==> src/rtl/mrd_split_pkg.sv <==
package mrd_split_pkg;

    localparam int unsigned PAGE_BYTES = 4096;
    localparam int unsigned CHUNK_W    = 13;   // holds 0..4096
    localparam int unsigned LENF_W     = 10;   // header length field width
    localparam int unsigned CODE_W     = 3;

    localparam logic [2:0] FMT_RD_A32 = 3'b000;
    localparam logic [2:0] FMT_RD_A64 = 3'b001;
    localparam logic [4:0] TYPE_MRD   = 5'b00000;

    typedef enum logic {
        ST_IDLE,
        ST_RUN
    } split_st_e;

    // Largest chunk allowed by the size code; codes above 5 clamp to one page.
    function automatic logic [CHUNK_W-1:0] max_req_bytes(input logic [CODE_W-1:0] code);
        if (code > 3'd5) begin
            return CHUNK_W'(PAGE_BYTES);
        end
        return CHUNK_W'(128) << code;
    endfunction

endpackage

==> src/rtl/mrd_chunk_calc.sv <==
module mrd_chunk_calc
    import mrd_split_pkg::*;
#(
    parameter int unsigned LEN_W = 32
) (
    input  logic [11:0]         page_off,
    input  logic [LEN_W-1:0]    rem_bytes,
    input  logic [CODE_W-1:0]   size_code,
    output logic [CHUNK_W-1:0]  chunk_bytes,
    output logic [LENF_W-1:0]   len_field
);

    logic [CHUNK_W-1:0] cap_bytes;
    logic [CHUNK_W-1:0] to_page;
    logic [CHUNK_W-1:0] lim_bytes;

    always_comb begin
        cap_bytes = max_req_bytes(size_code);
        to_page   = CHUNK_W'(PAGE_BYTES) - {1'b0, page_off};
        lim_bytes = (cap_bytes < to_page) ? cap_bytes : to_page;
        if (rem_bytes < LEN_W'(lim_bytes)) begin
            chunk_bytes = rem_bytes[CHUNK_W-1:0];
        end else begin
            chunk_bytes = lim_bytes;
        end
        // 4096 bytes -> 1024 DW, whose 10-bit encoding wraps to zero
        len_field = chunk_bytes[LENF_W+1:2];
    end

endmodule

==> src/rtl/mrd_tag_pool.sv <==
module mrd_tag_pool #(
    parameter int unsigned TAG_W = 5
) (
    input  logic             clk,
    input  logic             rst_n,
    input  logic             alloc_en,
    input  logic             rel_en,
    input  logic [TAG_W-1:0] rel_id,
    output logic             avail,
    output logic [TAG_W-1:0] alloc_id
);

    localparam int unsigned NUM_TAGS = 1 << TAG_W;

    typedef struct packed {
        logic [NUM_TAGS-1:0] busy;
    } pool_t;

    pool_t pool_d, pool_q;

    // lowest free index wins
    always_comb begin
        alloc_id = '0;
        avail    = 1'b0;
        for (int i = NUM_TAGS - 1; i >= 0; i--) begin
            if (!pool_q.busy[i]) begin
                alloc_id = TAG_W'(i);
                avail    = 1'b1;
            end
        end
    end

    always_comb begin
        pool_d = pool_q;
        if (rel_en) begin
            pool_d.busy[rel_id] = 1'b0;
        end
        if (alloc_en) begin
            pool_d.busy[alloc_id] = 1'b1;
        end
    end

    always_ff @(posedge clk) begin
        if (!rst_n) begin
            pool_q <= '0;
        end else begin
            pool_q <= pool_d;
        end
    end

    AST_CLAIM_NEEDS_FREE: assert property (@(posedge clk) disable iff (!rst_n)
        alloc_en |-> avail);
    AST_CLAIM_STICKS: assert property (@(posedge clk) disable iff (!rst_n)
        alloc_en |=> pool_q.busy[$past(alloc_id)]);

endmodule

==> src/rtl/memrd_splitter.sv <==
module memrd_splitter
    import mrd_split_pkg::*;
#(
    parameter int unsigned ADDR_W = 64,
    parameter int unsigned LEN_W  = 32,
    parameter int unsigned TAG_W  = 5
) (
    input  logic              clk,
    input  logic              rst_n,
    input  logic              cmd_valid,
    output logic              cmd_ready,
    input  logic [ADDR_W-1:0] cmd_addr,
    input  logic [LEN_W-1:0]  cmd_len,
    input  logic [2:0]        cmd_max_code,
    output logic              req_valid,
    input  logic              req_ready,
    output logic [2:0]        req_fmt,
    output logic [4:0]        req_type,
    output logic [ADDR_W-1:0] req_addr,
    output logic [9:0]        req_len_dw,
    output logic [TAG_W-1:0]  req_tag,
    output logic              req_last,
    input  logic              tag_ret_valid,
    input  logic [TAG_W-1:0]  tag_ret_id
);

    localparam logic [ADDR_W-1:0] ADDR_DW_MASK = ~ADDR_W'(3);
    localparam logic [LEN_W-1:0]  LEN_DW_MASK  = ~LEN_W'(3);

    typedef struct packed {
        split_st_e           st;
        logic [ADDR_W-1:0]   addr;
        logic [LEN_W-1:0]    rem;
        logic [CODE_W-1:0]   code;
        logic                o_vld;
        logic [2:0]          o_fmt;
        logic [ADDR_W-1:0]   o_addr;
        logic [LENF_W-1:0]   o_len;
        logic [TAG_W-1:0]    o_tag;
        logic                o_last;
    } ctl_t;

    ctl_t ctl_d, ctl_q;

    logic               take;
    logic               tag_avail;
    logic [TAG_W-1:0]   tag_next;
    logic [CHUNK_W-1:0] chunk_bytes;
    logic [LENF_W-1:0]  chunk_lenf;
    logic               hi_nz;
    logic [LEN_W-1:0]   cmd_len_al;

    mrd_chunk_calc #(
        .LEN_W (LEN_W)
    ) i_chunk_calc (
        .page_off    (ctl_q.addr[11:0]),
        .rem_bytes   (ctl_q.rem),
        .size_code   (ctl_q.code),
        .chunk_bytes (chunk_bytes),
        .len_field   (chunk_lenf)
    );

    mrd_tag_pool #(
        .TAG_W (TAG_W)
    ) i_tag_pool (
        .clk      (clk),
        .rst_n    (rst_n),
        .alloc_en (take),
        .rel_en   (tag_ret_valid),
        .rel_id   (tag_ret_id),
        .avail    (tag_avail),
        .alloc_id (tag_next)
    );

    generate
        if (ADDR_W > 32) begin : g_wide_addr
            assign hi_nz = |ctl_q.addr[ADDR_W-1:32];

            AST_FMT_FOLLOWS_ADDR: assert property (@(posedge clk) disable iff (!rst_n)
                req_valid |-> ((req_fmt == FMT_RD_A64) == (|req_addr[ADDR_W-1:32])));
        end else begin : g_narrow_addr
            assign hi_nz = 1'b0;
        end
    endgenerate

    assign cmd_ready  = (ctl_q.st == ST_IDLE) && !ctl_q.o_vld;
    assign cmd_len_al = cmd_len & LEN_DW_MASK;
    assign take       = (ctl_q.st == ST_RUN) && (!ctl_q.o_vld || req_ready) && tag_avail;

    always_comb begin
        ctl_d = ctl_q;

        if (ctl_q.o_vld && req_ready) begin
            ctl_d.o_vld = 1'b0;
        end

        if (cmd_valid && cmd_ready) begin
            ctl_d.addr = cmd_addr & ADDR_DW_MASK;
            ctl_d.rem  = cmd_len_al;
            ctl_d.code = cmd_max_code;
            if (cmd_len_al != '0) begin
                ctl_d.st = ST_RUN;
            end
        end

        if (take) begin
            ctl_d.o_vld  = 1'b1;
            ctl_d.o_fmt  = hi_nz ? FMT_RD_A64 : FMT_RD_A32;
            ctl_d.o_addr = ctl_q.addr;
            ctl_d.o_len  = chunk_lenf;
            ctl_d.o_tag  = tag_next;
            ctl_d.o_last = (ctl_q.rem == LEN_W'(chunk_bytes));
            ctl_d.addr   = ctl_q.addr + ADDR_W'(chunk_bytes);
            ctl_d.rem    = ctl_q.rem - LEN_W'(chunk_bytes);
            if (ctl_q.rem == LEN_W'(chunk_bytes)) begin
                ctl_d.st = ST_IDLE;
            end
        end
    end

    always_ff @(posedge clk) begin
        if (!rst_n) begin
            ctl_q <= '0;
        end else begin
            ctl_q <= ctl_d;
        end
    end

    assign req_valid  = ctl_q.o_vld;
    assign req_fmt    = ctl_q.o_fmt;
    assign req_type   = TYPE_MRD;
    assign req_addr   = ctl_q.o_addr;
    assign req_len_dw = ctl_q.o_len;
    assign req_tag    = ctl_q.o_tag;
    assign req_last   = ctl_q.o_last;

    logic [CHUNK_W:0] hdr_end;
    assign hdr_end = {2'b00, req_addr[11:0]}
                   + ((req_len_dw == '0) ? (CHUNK_W+1)'(PAGE_BYTES)
                                         : {{(CHUNK_W-LENF_W-1){1'b0}}, req_len_dw, 2'b00});

    AST_PAGE_SAFE: assert property (@(posedge clk) disable iff (!rst_n)
        req_valid |-> (hdr_end <= (CHUNK_W+1)'(PAGE_BYTES)));
    AST_HDR_HOLD: assert property (@(posedge clk) disable iff (!rst_n)
        (req_valid && !req_ready) |=> (req_valid && $stable(req_addr) && $stable(req_len_dw)
                                       && $stable(req_tag) && $stable(req_fmt) && $stable(req_last)));
    AST_EMPTY_CMD_QUIET: assert property (@(posedge clk) disable iff (!rst_n)
        (cmd_valid && cmd_ready && (cmd_len_al == '0)) |=> (!req_valid && cmd_ready));

endmodule

==> config.mk <==
export PLATFORM = sky130hd
export DESIGN_NAME = memrd_splitter
export DESIGN_NICKNAME = d
export VERILOG_FILES = /design/src/rtl/mrd_split_pkg.sv /design/src/rtl/mrd_chunk_calc.sv /design/src/rtl/mrd_tag_pool.sv /design/src/rtl/memrd_splitter.sv
export SDC_FILE = /design/constraint.sdc
export NUM_CORES = 1
export LEC_CHECK = 0
export ABC_AREA = 1
export BUFFER_PORTS_ARGS = -buffer_cell sky130_fd_sc_hd__buf_2
export CAP_MARGIN = 5
export CORE_AREA = 2 2 186 188
export CTS_CLUSTER_DIAMETER = 80
export DETAILED_ROUTE_END_ITERATION = 6
export DIE_AREA = 0 0 188 190
export PLACE_DENSITY = 0.64
export SLEW_MARGIN = 10
export SYNTH_ARGS = -nofsm -noshare
export SYNTH_HDL_FRONTEND = slang
export SYNTH_SLANG_ARGS = --single-unit
==> constraint.sdc <==
create_clock -name clk -period 8.5 [get_ports clk]
set_input_delay 0.85 -clock clk [delete_from_list [all_inputs] [get_ports clk]]
set_output_delay 0.85 -clock clk [all_outputs]
set_load 0.005 [all_outputs]
==> metrics.yaml, run 1 <==
drive_above_1_share_pct: 14.7
min_path_type: "reg -> reg"
cp_slowest_cell: "a2111oi_2"
wirelength_um: 39600
synth_ff_type: "dfxtp_1"
clkSinkCount: 214
ir_drop_mv: 0.138
grt.total_usage_pct: 21.5
timing.final.ws_setup_ns: 0.752
ff2ff_setup_slack_ns: 0.75
cts-root-buf: "clkbuf_16"
crit_arrival_ns: 8.23
final_cell_area_mm2: 0.0148
numCtsBuffers: 27
r2r_start: "ctl_q[119]$_SDFFE_PN0P_"
place_hpwl_um: 28200
synth_seq_area_share_pct: 32.3
drc: 0
wl_per_cell_um: 15.8
power.density_mw_per_mm2: 227
grt_pass1_wl_um: 63100
antenna_found_initial: 1
clock_path_buffers: 3
synth_area_leaders: "dfxtp_1 32%, nand2_1 12%, a21oi_1 6.2%"
post-place-ws_ns: 0.359
path_clk_slew_ns: 0.06
placed_cells: 2454
cts_tree: "built"
holdCritStartpoint: "req_addr[28]$_SDFFE_PN0P_"
grt_overflow: 0
crit_type: "reg -> reg"
ant_nets: 0
stdcell_count: 2509
placed_cell_area_mm2: 0.0139
grt_max_degree: 123
fmax_mhz: 129
place_congestion: 0.935
max-slew-margin-rel_pct: 20.0
cp.required_ns: 8.98
whs_path_depth: 2
vias: 13210
finalSetupTns_ns: 0
viasPerCell: 5.27
insertion_delay_ns: 0.55
period_needed_ns: 7.75
yosys.area.top_type: "dfxtp_1"
dieWidth_um: 188
skew_ns: 0.0213
crit_path_start_kind: "flop"
htreeDepth: 1
synth_warnings: 0
path_max_fanout: 8
reg2reg_to: "ctl_q[178]$_SDFFE_PN0P_"
area_growth_syn_to_layout_pct: 11.9
initial_utilization_pct: 39.0
ios: 199
status: "completed"
post-route-period-util_pct: 91.2
holdBufCountCts: 0
netlist.area_leader.share_pct: 32.3
finalSetupViolations: 0
syn-cell-area_mm2: 0.0133
synth.distinct_cells: 53
crit_top_cell: "inv_1"
port_buffers: 187
synth-async-reset-ratio_pct: 0
cp_slowest_stage_delay_ns: 0.49
final_util_pct: 43.7
hold_violations: 0
reg2reg_depth: 46
worst_setup_path_end_kind: "flop"
first_pass_iters: 6
cap_viol_max_count: 0
synth-edff-count: 0
die_h_um: 190
n_antenna_cell: 0
worstHoldEndpoint: "req_addr[28]$_SDFFE_PN0P_"
power.leakage_nw: 6.46
core_mm2: 0.0339
grt_pass1_vias: 12191
rows: 68
maxSlewViolCount: 0
drt_first_iter_violations: 951
avgSynthCellArea_um2: 6.73
synth_cells: 1970
die_area_mm2: 0.0357
worst_pin_slew_ns: 1.20
ys_ff_latch: 214
final_nets: 2189
layout by cell type, fill, tap and decap left out, drive strengths merged, types with 4 or more instances in the layout:
master	n
clkinv	7
nand2	448
nand3	82
ha	45
o211ai	28
nor4	30
o22ai	15
a22oi	9
o221ai	8
xnor2	12
nor2	160
conb	7
or2	4
xor2	44
dfxtp	214
nand3b	5
o21ai	136
nor3	54
inv	232
a21oi	168
nand4	42
buf	199
a31oi	38
clkbuf	35
sequential cells by signal, indices dropped and copies added (netlist names):
name               cells
req_last               1
req_valid              1
ctl_q                100
req_addr              64
req_tag                5
req_fmt                1
req_len_dw            10
i_tag_pool.pool_q     32
power breakdown:
group          switching, mW  internal, mW
registers             0.0971          1.10
clock network          0.469         0.696
logic                  0.651         0.365
cell usage after synthesis (3+ instances only):
cell      number
o211ai_1      27
nor4_1        28
a22oi_1        9
o221ai_1       8
xnor2_1       12
o21ai_1        8
nor3_1        50
o22ai_1       15
ha_1          45
nor3_2         3
a21oi_1      165
a21oi_2        3
o21ai_2        7
buf_2          6
nor2_4         3
a32o_1         3
inv_1        218
inv_2         11
nand4_1       42
a31oi_1       38
buf_4         88
dfxtp_1      214
nand2_2        7
buf_1         12
o21a_1         3
nand3_1       80
nor2_1       155
xor2_1        44
nand3b_1       5
or2_2          4
clkbuf_1      66
o21ai_0      121
nand2_1      441
per-layer routing:
layer	vias up	share of wire, %	track usage (%)
met5	-	0.033	0
met4	2	2.0	5.97
met3	58	6.6	3.50
met2	443	45	35.3
met1	6104	46	29.0
li1	6603	-	-
kinds of logic (layout without fill, tap and decap cells):
family / after synthesis / count (layout) / share of synthesized area, %
flops: 214 / 214 / 32.3
other cells: 1 / 7 / 0.0283
buf+inv: 401 / 479 / 13.9
xor+xnor: 56 / 56 / 3.70
compound gates: 423 / 423 / 18.3
simple gates: 828 / 828 / 27.2
fa+ha+maj: 47 / 47 / 4.55
cell type report:
cell class              count  area, µm²
fillers                  3528      19100
multi-input cells        1361       7180
flip-flops and latches    214       4280
repair buffers            200       1030
inverters                 229        867
clock buffers              34        722
well taps                 455        569
clock inverters            16        178
stage by stage:
stage	power, mW	hold slack [ns]
floorplan	1.97	0.446
global placement	2.19	0.451
detailed placement	2.20	0.454
CTS	3.38	0.464
global route	3.60	0.476
finish	3.37	0.463
critical path, delay by kind of cell, from the launching register on:
kind	cells	cell delay, ns
AOI/OAI and AO/OA	12	2.16
adders and majority gates	4	1.14
buffers and inverters	9	0.88
DFF	1	0.37
and+or+nand+nor	21	3.17
worst max path at each step:
stage | startpoint | endpoint | slack, ns
after CTS | ctl_q[119]$_SDFFE_PN0P_ | ctl_q[181]$_SDFFE_PN0P_ | 0.32
after global routing | ctl_q[119]$_SDFFE_PN0P_ | ctl_q[181]$_SDFFE_PN0P_ | -0.02
after floorplan | ctl_q[119]$_SDFFE_PN0P_ | ctl_q[117]$_SDFFE_PN0P_ | 1.85
after global placement | ctl_q[119]$_SDFFE_PN0P_ | ctl_q[179]$_SDFFE_PN0P_ | 0.51
after detailed placement | ctl_q[119]$_SDFFE_PN0P_ | ctl_q[181]$_SDFFE_PN0P_ | 0.36
final | ctl_q[119]$_SDFFE_PN0P_ | ctl_q[178]$_SDFFE_PN0P_ | 0.75
repair_timing:
action	4_1_cts	5_1_grt
setup endpoints to repair	0	41
resized for setup	0	7
hold endpoints to repair	0	0
buffers inserted	0	5
Power figures use the tool's default switching activity.
==> run 2, diff against run 1 <==
--- a/config.mk
+++ b/config.mk
@@ -12,6 +12,7 @@
 export CTS_CLUSTER_DIAMETER = 80
 export DETAILED_ROUTE_END_ITERATION = 6
 export DIE_AREA = 0 0 188 190
+export MAX_ROUTING_LAYER = met4
 export PLACE_DENSITY = 0.64
 export SLEW_MARGIN = 10
 export SYNTH_ARGS = -nofsm -noshare
==> metrics.yaml, run 2 (synthesized netlist as in run 1, its figures left out) <==
max-slew-margin-rel_pct: 29.2
finalSetupViolations: 0
power_frac_seq_pct: 35.2
fill_cells: 3551
grt_max_degree: 123
largest_reg_flops: 100
whs_path_depth: 2
cp_slowest_cell: "a2111oi_2"
vias: 13140
hold_violations: 0
post-route-period-util_pct: 91.8
drc: 0
cts_tree: "built"
p_sw_mw: 1.20
r2r_start: "ctl_q[119]$_SDFFE_PN0P_"
dieWidth_um: 188
min_path_type: "reg -> reg"
grt.total_usage_pct: 22.0
comb_power_share_pct: 29.8
rsz0062_at_grt: "true"
fmax_mhz: 128
cp_top_family: "simple AND/OR/NAND/NOR gates"
numCtsBuffers: 26
cp.required_ns: 8.98
initial_utilization_pct: 39.0
crit_start: "ctl_q[119]$_SDFFE_PN0P_"
crit_arrival_ns: 8.28
core_mm2: 0.0339
holdCritStartpoint: "req_addr[40]$_SDFFE_PN0P_"
path_max_fanout: 17
drive_above_1_share_pct: 14.3
finalSetupTns_ns: 0
placed_cell_area_mm2: 0.0139
internal_power_mw: 2.19
cts-root-buf: "clkbuf_16"
holdWs_ns: 0.463
crit_type: "reg -> reg"
area_growth_syn_to_layout_pct: 11.8
die_h_um: 190
cp_slowest_stage_delay_ns: 0.40
ir_drop_mv: 0.143
antenna_found_initial: 2
wl_per_cell_um: 15.7
clkSinkCount: 214
insertion_delay_ns: 0.54
clock_path_buffers: 3
wirelength_um: 39400
die_area_mm2: 0.0357
period_needed_ns: 7.81
first_pass_iters: 5
final_cell_area_mm2: 0.0148
switching_share_pct: 35.4
final_common_cell: "nand2_1"
worst_pin_slew_ns: 1.06
port_buffers: 187
final_cell_mix: "440 x nand2_1, 215 x inv_1, 214 x dfxtp_1, 186 x buf_2, 165 x a21oi_1"
worst_setup_path_end_kind: "flop"
drt_first_iter_violations: 925
ant_nets: 0
top_register: "ctl_q"
critPathBufInv: 7
crit_path_start_kind: "flop"
post_cts_buffers: 0
path_clk_slew_ns: 0.06
ios: 199
htreeDepth: 1
maxSlewViolCount: 0
grt_overflow: 0
crit_path_end: "ctl_q[178]$_SDFFE_PN0P_"
rows: 68
place_hpwl_um: 28200
place_congestion: 0.950
power_frac_clock_pct: 34.9
power.density_mw_per_mm2: 228
power.leakage_nw: 6.46
reg2reg_depth: 44
ff2ff_setup_slack_ns: 0.69
reg2reg_to: "ctl_q[178]$_SDFFE_PN0P_"
cap_viol_max_count: 0
skew_ns: 0.0242
final_util_pct: 43.6
status: "completed"
grt_pass1_wl_um: 62800
cp.depth: 44
viasPerCell: 5.25
final_nets: 2183
grt_pass1_vias: 12157
-- run 2: area by class of cell --
cell class              count  area [µm²]  share of cell area (%)
multi-input cells        1361        7180                    48.4
flip-flops and latches    214        4280                    28.9
repair buffers            195         998                    6.74
inverters                 229         867                    5.85
clock buffers              36         738                    4.98
well taps                 455         569                    3.84
clock inverters            12         179                    1.21
diodes                      2        5.00                  0.0338
-- run 2: power groups by stage --
stage / sequential [mW] / combinational (mW) / clock (mW)
after floorplan: 1.18 / 0.792 / 0
after global placement: 1.21 / 0.978 / 0
after detailed placement: 1.21 / 0.996 / 0
after CTS: 1.19 / 1.00 / 1.21
after global routing: 1.21 / 1.14 / 1.25
final: 1.19 / 1.01 / 1.18
-- run 2: worst min-delay path by stage --
| stage | end | slack (ns) |
|---|---|---|
| after global placement | req_addr[21]$_SDFFE_PN0P_ | 0.45 |
| after CTS | req_addr[40]$_SDFFE_PN0P_ | 0.46 |
| after floorplan | req_addr[11]$_SDFFE_PN0P_ | 0.45 |
| after global routing | req_addr[44]$_SDFFE_PN0P_ | 0.48 |
| after detailed placement | req_addr[40]$_SDFFE_PN0P_ | 0.45 |
| final | req_addr[40]$_SDFFE_PN0P_ | 0.46 |
-- run 2: layer usage --
metal	global-route usage, %	vias up	routed length [µm]
met4	5.88	0	986
met3	2.91	65	2530
li1	-	6592	-
met2	35.2	406	17800
met5	-	-	0
met1	29.1	6077	18100
-- run 2: per-stage QoR --
stage,power [mW],setup WS [ns],std cells
2_1_floorplan,1.97,1.85,1976
3_3_place_gp,2.19,0.482,2454
3_5_place_dp,2.21,0.315,2454
4_1_cts,3.40,0.268,2502
5_1_grt,3.60,-0.0360,2504
6_report,3.39,0.694,2504
-- run 2: repair_timing --
item	4_1_cts	5_1_grt
endpoints found under the setup margin	0	42
gates resized for setup	0	4
hold buffers	0	0
-- run 2: tightest hold or removal path, stage by stage, from the launching register on --
cell,delay [ns]
dfxtp_1,0.30
nand2_1,0.06
a21oi_1,0.05
